--- config.mk ---
export PLATFORM = sky130hd
export DESIGN_NAME = usb_fifo_bridge
export DESIGN_NICKNAME = d
export VERILOG_FILES = /design/src/rtl/ufb_pkg.sv /design/src/rtl/ufb_flag_sync.sv /design/src/rtl/ufb_rr_pick.sv /design/src/rtl/usb_fifo_bridge.sv
export SDC_FILE = /design/constraint.sdc
export NUM_CORES = 1
export LEC_CHECK = 0
export ABC_AREA = 1
export BUFFER_PORTS_ARGS = -buffer_cell sky130_fd_sc_hd__clkbuf_2
export CORE_ASPECT_RATIO = 1.75
export CORE_MARGIN = 2
export CORE_UTILIZATION = 38
export DETAILED_ROUTE_END_ITERATION = 8
export PLACE_DENSITY = 0.72
export SYNTH_ARGS = -nofsm -noshare
export SYNTH_HDL_FRONTEND = slang
export SYNTH_SLANG_ARGS = --single-unit
--- constraint.sdc ---
create_clock -name clk -period 1.28 [get_ports clk]
set_input_delay 0.064 -clock clk [delete_from_list [all_inputs] [get_ports clk]]
set_output_delay 0.064 -clock clk [all_outputs]
set_load 0.02 [all_outputs]
--- src/rtl/ufb_pkg.sv ---
package ufb_pkg;

    typedef enum logic [2:0] {
        ST_IDLE,
        ST_RD_LOW,
        ST_RD_END,
        ST_WR_SETUP,
        ST_WR_HOLD,
        ST_SETTLE
    } ufb_state_e;

endpackage

--- src/rtl/ufb_flag_sync.sv ---
module ufb_flag_sync #(
    parameter int STAGES = 2
) (
    input  logic clk,
    input  logic rst_n,
    input  logic async_n,
    output logic sync_n
);

    logic [STAGES-1:0] chain;

    generate
        for (genvar s = 0; s < STAGES; s++) begin : g_stage
            if (s == 0) begin : g_first
                always_ff @(posedge clk) begin
                    if (!rst_n) chain[0] <= 1'b1;
                    else        chain[0] <= async_n;
                end
            end else begin : g_next
                always_ff @(posedge clk) begin
                    if (!rst_n) chain[s] <= 1'b1;
                    else        chain[s] <= chain[s-1];
                end
            end
        end
    endgenerate

    assign sync_n = chain[STAGES-1];

endmodule

--- src/rtl/ufb_rr_pick.sv ---
module ufb_rr_pick (
    input  logic rd_req,
    input  logic wr_req,
    input  logic last_wr,
    output logic grant_rd,
    output logic grant_wr
);

    always_comb begin
        grant_wr = wr_req && (!rd_req || !last_wr);
        grant_rd = rd_req && (!wr_req || last_wr);
    end

endmodule

--- src/rtl/usb_fifo_bridge.sv ---
module usb_fifo_bridge
    import ufb_pkg::*;
#(
    parameter int DATA_W        = 8,
    parameter int SYNC_STAGES   = 2,
    parameter int RD_LOW_CYCLES = 2
) (
    input  logic              clk,
    input  logic              rst_n,
    input  logic              fifo_rx_avail_n,
    input  logic              fifo_tx_space_n,
    output logic              fifo_rd_n,
    output logic              fifo_wr,
    input  logic [DATA_W-1:0] fifo_bus_in,
    output logic [DATA_W-1:0] fifo_bus_out,
    output logic              fifo_bus_oe,
    output logic [DATA_W-1:0] rx_data,
    output logic              rx_valid,
    input  logic              rx_ready,
    input  logic [DATA_W-1:0] tx_data,
    input  logic              tx_valid,
    output logic              tx_ready
);

    localparam int SETTLE_CYCLES = SYNC_STAGES + 1;
    localparam int MAX_COUNT     = (RD_LOW_CYCLES > SETTLE_CYCLES) ? RD_LOW_CYCLES : SETTLE_CYCLES;
    localparam int CNT_W         = (MAX_COUNT > 1) ? $clog2(MAX_COUNT) : 1;
    localparam logic [CNT_W-1:0] RD_LAST     = CNT_W'(RD_LOW_CYCLES - 1);
    localparam logic [CNT_W-1:0] SETTLE_LAST = CNT_W'(SETTLE_CYCLES - 1);

    ufb_state_e        state, state_nx;
    logic [CNT_W-1:0]  cnt, cnt_nx;
    logic [DATA_W-1:0] rx_q, tx_q;
    logic              rx_v, last_wr;
    logic              rx_flag_s, tx_flag_s;
    logic              rd_req, wr_req, grant_rd, grant_wr;
    logic              capture;

    ufb_flag_sync #(.STAGES(SYNC_STAGES)) u_rx_sync (
        .clk(clk), .rst_n(rst_n), .async_n(fifo_rx_avail_n), .sync_n(rx_flag_s)
    );

    ufb_flag_sync #(.STAGES(SYNC_STAGES)) u_tx_sync (
        .clk(clk), .rst_n(rst_n), .async_n(fifo_tx_space_n), .sync_n(tx_flag_s)
    );

    assign rd_req = (state == ST_IDLE) && !rx_flag_s && !rx_v;
    assign wr_req = (state == ST_IDLE) && !tx_flag_s && tx_valid;

    ufb_rr_pick u_pick (
        .rd_req(rd_req), .wr_req(wr_req), .last_wr(last_wr),
        .grant_rd(grant_rd), .grant_wr(grant_wr)
    );

    assign capture = (state == ST_RD_LOW) && (cnt == RD_LAST);

    // state register
    always_ff @(posedge clk) begin
        if (!rst_n) begin
            state <= ST_IDLE;
            cnt   <= '0;
        end else begin
            state <= state_nx;
            cnt   <= cnt_nx;
        end
    end

    // next state
    always_comb begin
        state_nx = state;
        cnt_nx   = '0;
        unique case (state)
            ST_IDLE: begin
                if (grant_wr)      state_nx = ST_WR_SETUP;
                else if (grant_rd) state_nx = ST_RD_LOW;
            end
            ST_RD_LOW: begin
                if (cnt == RD_LAST) state_nx = ST_RD_END;
                else                cnt_nx   = cnt + 1'b1;
            end
            ST_RD_END:   state_nx = ST_SETTLE;
            ST_WR_SETUP: state_nx = ST_WR_HOLD;
            ST_WR_HOLD:  state_nx = ST_SETTLE;
            ST_SETTLE: begin
                if (cnt == SETTLE_LAST) state_nx = ST_IDLE;
                else                    cnt_nx   = cnt + 1'b1;
            end
            default: state_nx = ST_IDLE;
        endcase
    end

    // datapath registers
    always_ff @(posedge clk) begin
        if (!rst_n) begin
            rx_q    <= '0;
            rx_v    <= 1'b0;
            tx_q    <= '0;
            last_wr <= 1'b0;
        end else begin
            if (rx_v && rx_ready) rx_v <= 1'b0;
            if (capture) begin
                rx_q <= fifo_bus_in;
                rx_v <= 1'b1;
            end
            if (grant_wr) begin
                tx_q    <= tx_data;
                last_wr <= 1'b1;
            end else if (grant_rd) begin
                last_wr <= 1'b0;
            end
        end
    end

    // outputs decoded from state
    always_comb begin
        fifo_rd_n    = (state != ST_RD_LOW);
        fifo_wr      = (state == ST_WR_SETUP);
        fifo_bus_oe  = (state == ST_WR_SETUP) || (state == ST_WR_HOLD);
        fifo_bus_out = tx_q;
        rx_data      = rx_q;
        rx_valid     = rx_v;
        tx_ready     = grant_wr;
    end

    // read starts only on a present byte and an empty holding register
    assert_rd_start_gated_R2: assert property (@(posedge clk) disable iff (!rst_n)
        $fell(fifo_rd_n) |-> $past(!rx_flag_s && !rx_valid));

    // read strobe low for at least two clocks
    assert_rd_width_R3: assert property (@(posedge clk) disable iff (!rst_n)
        $rose(fifo_rd_n) |-> !$past(fifo_rd_n, 2));

    // an unaccepted byte holds
    assert_rx_hold_R3: assert property (@(posedge clk) disable iff (!rst_n)
        (rx_valid && !rx_ready) |=> (rx_valid && $stable(rx_data)));

    // write starts only with space and a valid core byte
    assert_wr_start_gated_R4: assert property (@(posedge clk) disable iff (!rst_n)
        $rose(fifo_wr) |-> $past(!tx_flag_s && tx_valid));

    // data driven before and after the strobe falls
    assert_wr_data_window_R5: assert property (@(posedge clk) disable iff (!rst_n)
        $fell(fifo_wr) |-> (fifo_bus_oe && $past(fifo_bus_oe) && $stable(fifo_bus_out)));

    // bus driven only around a write strobe
    assert_bus_release_R6: assert property (@(posedge clk) disable iff (!rst_n)
        fifo_bus_oe |-> (fifo_wr || $past(fifo_wr)));

    // no read strobe while driving the bus
    assert_no_contention_R7: assert property (@(posedge clk) disable iff (!rst_n)
        !(!fifo_rd_n && fifo_bus_oe));

    // tie goes to the direction not served last
    assert_tie_to_write_R8: assert property (@(posedge clk) disable iff (!rst_n)
        (rd_req && wr_req && !last_wr) |=> fifo_wr);
    assert_tie_to_read_R8: assert property (@(posedge clk) disable iff (!rst_n)
        (rd_req && wr_req && last_wr) |=> !fifo_rd_n);

endmodule

==> Word level (Yosys, flattened, before mapping) <==
Cells that the tools add are included.
{ "classes": {"n_mux": 12, "n_reduce_logical": 22, "order_cmp": 0, "addsub": 1, "n_div": 0, "multipliers": 0, "eq_ne": 11, "n_shift": 0, "n_bitwise": 0} }
{ "op_table": {"columns": ["op", "count"], "rows": [
  ["case mux 3 bit (5 select lines)", 1],
  ["2-to-1 mux 3 bit", 4],
  ["logical AND 1 bit", 8],
  ["== test 3 x 2 -> 1 bit (second input constant)", 2],
  ["== test 3 bit (second input constant)", 2],
  ["zero test 1 bit", 6],
  ["2-to-1 mux 1 bit", 4],
  ["2-to-1 mux 2 bit", 2],
  ["case mux 2 bit (2 select lines)", 1],
  ["nonzero test 2 bit", 2],
  ["== test 3 x 1 -> 1 bit (second input constant)", 1],
  ["zero test 3 bit", 1],
  ["logical OR 1 bit", 3],
  ["inequality test 3 x 1 -> 1 bit (second input constant)", 1],
  ["inequality test 3 bit (second input constant)", 1],
  ["AND reduction 3 bit", 1],
  ["adder 2 x 1 -> 2 bit (second input constant)", 1],
  ["== test 2 x 1 -> 1 bit (second input constant)", 1],
  ["== test 2 bit (second input constant)", 1],
  ["inequality test 2 x 1 -> 1 bit (second input constant)", 1],
  ["inequality test 2 bit (second input constant)", 1],
  ["OR reduction 2 bit", 1]
]} }
{ "word_totals": {"out_inout_bits": 21, "input_bits": 22, "latchBits": 0, "rom_bits": 0, "elab_cells": 56, "mem_bits_rw": 0, "regBits": 27, "n_memories": 0} }

==> Logic depth before layout (Yosys ltp) <==
{ "depth": {"word_depth": 9, "mapped_depth": 7, "ltp_nobuf": 7} }

==> By module <==
Synthesis repeated with hierarchy kept, for this count alone.
{ "hier_totals": {"cells_unflattened": 137, "area_unflattened_um2": 1028.5} }
{ "modules_own_cells": {"columns": ["module", "cells_per_inst", "seq_area_each_um2", "instances", "area_each_um2"], "rows": [
  ["usb_fifo_bridge", 120, 460.4, 1, 898.4],
  ["ufb_flag_sync", 6, 40.0, 2, 55.1],
  ["ufb_rr_pick", 5, 0.0, 1, 20.0]
]} }

==> Least setup slack after synthesis <==
OpenSTA, ideal clock, no wires.
{ "synth_timing": {"path_kind": "reg2out", "start": "register state[1]", "end": "output port fifo_bus_oe", "required_time_ns": 1.216, "arrival_ns": 1.092, "setup_slack_ns": 0.124, "n_path_buf": 0, "path_stages_with_launch": 5, "path_cell_list": "dfxtp_1 -> inv_2 -> nor3_2 -> inv_1 -> nand2_1"} }
{ "synth_via": {"elab_chain_cells": 2, "word_cells_on_any_way": 3, "cone_classes": "eq/ne: 2; reduce/logical: 1"} }
{ "synth_lines": {"columns": ["item", "line", "source"], "rows": [
  ["start, declared", "usb_fifo_bridge.sv:31", "ufb_state_e state, state_nx;"],
  ["start signal, assigned", "usb_fifo_bridge.sv:63", "state <= state_nx;"],
  ["== test 3 x 2 -> 1 bit", null, null],
  ["via fifo_wr", "usb_fifo_bridge.sv:13", "output logic fifo_wr,"],
  ["logical OR 1 bit", "usb_fifo_bridge.sv:118", "fifo_bus_oe = (state == ST_WR_SETUP) || (state == ST_WR_HOLD);"],
  ["end, declared", "usb_fifo_bridge.sv:16", "output logic fifo_bus_oe,"]
]} }
The timed path passes the listed nets, and every way through them passes these cells.

==> Worst setup path in the final report <==
{ "layout_timing": {"start": "register state[1]", "end": "output port tx_ready"} }
{ "layout_via": {"elab_chain_cells": 6, "word_cells_on_any_way": 8, "cone_classes": "reduce/logical: 8"} }
{ "layout_lines": {"columns": ["item", "line", "source"], "rows": [
  ["zero test 3 bit *", "usb_fifo_bridge.sv:47, usb_fifo_bridge.sv:48", null],
  ["logical AND 1 bit (2 in a row)", "usb_fifo_bridge.sv:47", "assign rd_req = (state == ST_IDLE) && !rx_flag_s && !rx_v;"],
  ["zero test 1 bit", "ufb_rr_pick.sv:10", "grant_wr = wr_req && (!rd_req || !last_wr);"],
  ["logical OR 1 bit", "ufb_rr_pick.sv:10", null],
  ["logical AND 1 bit *", "ufb_rr_pick.sv:10", null],
  ["end, declared", "usb_fifo_bridge.sv:22", "output logic tx_ready"]
]} }
Mark *: on every way between the ends. The rest lies on a longest branch, timed or not.

==> results.ini <==
[run_status]
status = finished clean

[clocking]
clk_path_buf_depth = 2
cts_tree = done
clk_pin_slew_ns = 0.10
worstSkewPairLatency_ns = 0.27
cts-root-buf = clkbuf_8
cts_made_buffers = 3
cts.sinks = 27
cts-htree-levels = 1

[yosys]
synth_top_family_by_area = simple AND/OR/NAND/NOR gates
ys_ff_latch = 27
synthSimpleGateAreaFrac_pct = 41.0
synth_compound_area_share_pct = 6.40
syn_inst = 151
synth-seq-area-share_pct = 46.1
netlist_area_um2 = 1170
synth_fp_nets = 173
muxShareOfSynthArea_pct = 0
yosysWarningCount = 0
synth.avg_cell_area_um2 = 7.77
synthDistinctLibCells = 25
synth_xor_area_share_pct = 0
synthAdderAreaFrac_pct = 0

[cells_and_area]
final_core_util_pct = 55.6
fin_nets = 232
diodes = 0
syn_to_final_growth_pct = 38.8
final_layout_size_suffix_gt1_share_pct = 43.5
fin_area_um2 = 1630

[sta]
setup_ws_ns = 0.0280
hold_viol = 0
fin_crit_sh_pct = 97.8
slew_headroom_pct = 82.1
whs_ns = 0.0211
period_minus_slack_ns = 1.25
setup_viol = 0
fmax_ghz = 0.799
fin_skew_ns = 0.00886
tightest_slew_ns = 0.266
final-max-slew-violation-count = 0
rsz0062_at_grt = yes

[power]
p_switching_mw = 0.526
p_comb_share_pct = 22.6
p_clk_share_pct = 26.7
peakVddDrop_mv = 0.491
seqPwrFrac_pct = 50.7
power_density_nw_per_um2 = 1110
power.internal_mw = 1.29
p_sw_share_pct = 29.0
p_leak_nw = 0.762
finalPower_mw = 1.81

[floorplan]
fp.dieArea_um2 = 3570
die_w_um = 46.0
coreArea_um2 = 2930
boundaryPins = 43
rows = 26
start_util_pct = 40.1
fp.dieH_um = 77.5

[hold_path]
min_path_cells = 3
worstHoldPathType = in -> reg
hold_end = rx_data[4]
worstHoldStart = fifo_bus_in[4]

[place]
postPlaceCellArea_um2 = 1430
hpwl_um = 1900
finalWeightedCongestion = 0.856
port_buffers = 42
place_ws_ns = 0.0753

[critical_path]
arrival_ns = 1.19
reg2reg_from = state[0]
cp.required_ns = 1.22
reg2reg_depth = 8
reg2reg_slack_ns = 0.08
path_max_fanout = 4
timing.rr.end = rx_data[0]
path_class = reg -> out
startpoint_type = register
critPathCaptureType = primary output

[global_routing]
grtUsageTotal_pct = 14.8
antenna_found_initial = 0
grt_pass1_vias = 996
grt.overflow.total = 0
grt_first_pass_wirelength_um = 4070
grt_start_max_net_pins = 18

[routing]
avgViaCountPerCell = 4.83
ant_nets = 0
firstDrtPassIters = 4
num_vias = 1144
drt-total-wl_um = 2560
first_iter_violations = 20
drc_errors = 0
wl_per_cell_um = 10.8

[run]
maxCapViolations = 0

worst max-delay path, stage by stage, from the launching register on:
cell	delay, ns
dfxtp_4	0.38
nor2_4	0.14
nand2_4	0.08
nor2_8	0.10
nand2_4	0.08
inv_8	0.05
buf_8	0.09
flip-flops by register name, summed over array words and instances (netlist names):
name,cells
u_rx_sync.sync_n,1
fifo_bus_out,8
rx_valid,1
rx_data,8
u_rx_sync.chain,1
last_wr,1
state,3
u_tx_sync.sync_n,1
cnt,2
u_tx_sync.chain,1
per-layer routing:
layer  global-route usage (%)  up-vias  wire length [µm]
met5                        0        -                 0
met4                     5.14        0                29
met3                     1.63        4               127
met2                     26.9       39              1430
met1                     16.5      502               971
li1                         -      599                 -
repair_timing:
action / CTS / global route
resized for setup: 9 / 19
cloned: 0 / 1
setup endpoints to repair: 4 / 11
buffers inserted: 5 / 4
endpoints found under the hold margin: 2 / 0
hold buffers: 2 / 0
pin swaps: 6 / 6
kinds of logic after synthesis:
group	after synthesis
buf+inv	16
flops	27
compound gates	15
simple gates	93
synthesized netlist by cell type, drive strengths merged:
cell / count / area share [%]
clkinv: 2 / 1.1
nor2: 48 / 19
clkbuf: 1 / 0.32
nand3: 5 / 3.2
or2: 4 / 2.1
nand2: 25 / 9.5
nand3b: 8 / 5.1
a21oi: 4 / 1.7
nand4: 1 / 0.53
o21ai: 11 / 4.7
buf: 1 / 0.43
nor3: 2 / 1.3
inv: 12 / 4.7
dfxtp: 27 / 46
power by group through the flow:
stage,logic [mW],registers [mW],clock network [mW]
floorplan,0.206,0.953,0
global placement,0.333,0.932,0
detailed placement,0.334,0.933,0
CTS,0.364,0.916,0.502
global route,0.456,0.924,0.537
finish,0.410,0.919,0.483
stage by stage:
stage               cells  setup TNS [ns]
CTS                   232         -0.0117
global placement      222               0
floorplan             151               0
global route          237         -0.0663
detailed placement    222               0
finish                237               0
worst max path at each step:
stage              from           to  slack (ns)  cells after the start
6_report       state[1]     tx_ready        0.03                      6
5_1_grt        state[1]     tx_ready       -0.03                      6
4_1_cts        state[0]     tx_ready       -0.01                      6
3_5_place_dp   state[1]   rx_data[0]        0.08                      6
3_3_place_gp   state[1]   rx_data[7]        0.11                      6
2_1_floorplan  state[1]  fifo_bus_oe        0.12                      4
cells in the final DEF (no fill, tap or decap), types with 2 or more instances in the layout:
cell,count
o21ai_0,3
nand2_2,3
dfxtp_1,24
o21ai_1,6
inv_2,2
nand3b_1,8
nand3_1,4
dfxtp_4,2
or2_2,4
o21ai_2,2
nor2_2,8
inv_4,2
inv_1,7
clkbuf_8,4
a21oi_1,4
nor2_4,2
nor2_1,37
dlygate4sd3_1,2
nand2_4,2
buf_4,10
nand2_1,20
clkbuf_2,39
layout make-up:
class | instances | area (µm²)
inverters | 14 | 70.1
repair buffers | 55 | 335
flip-flops and latches | 27 | 549
clock inverters | 1 | 7.51
well taps | 28 | 35.0
fillers | 274 | 1300
multi-input cells | 109 | 591
clock buffers | 3 | 41.3
No activity file was read; power rests on OpenSTA's default activity.
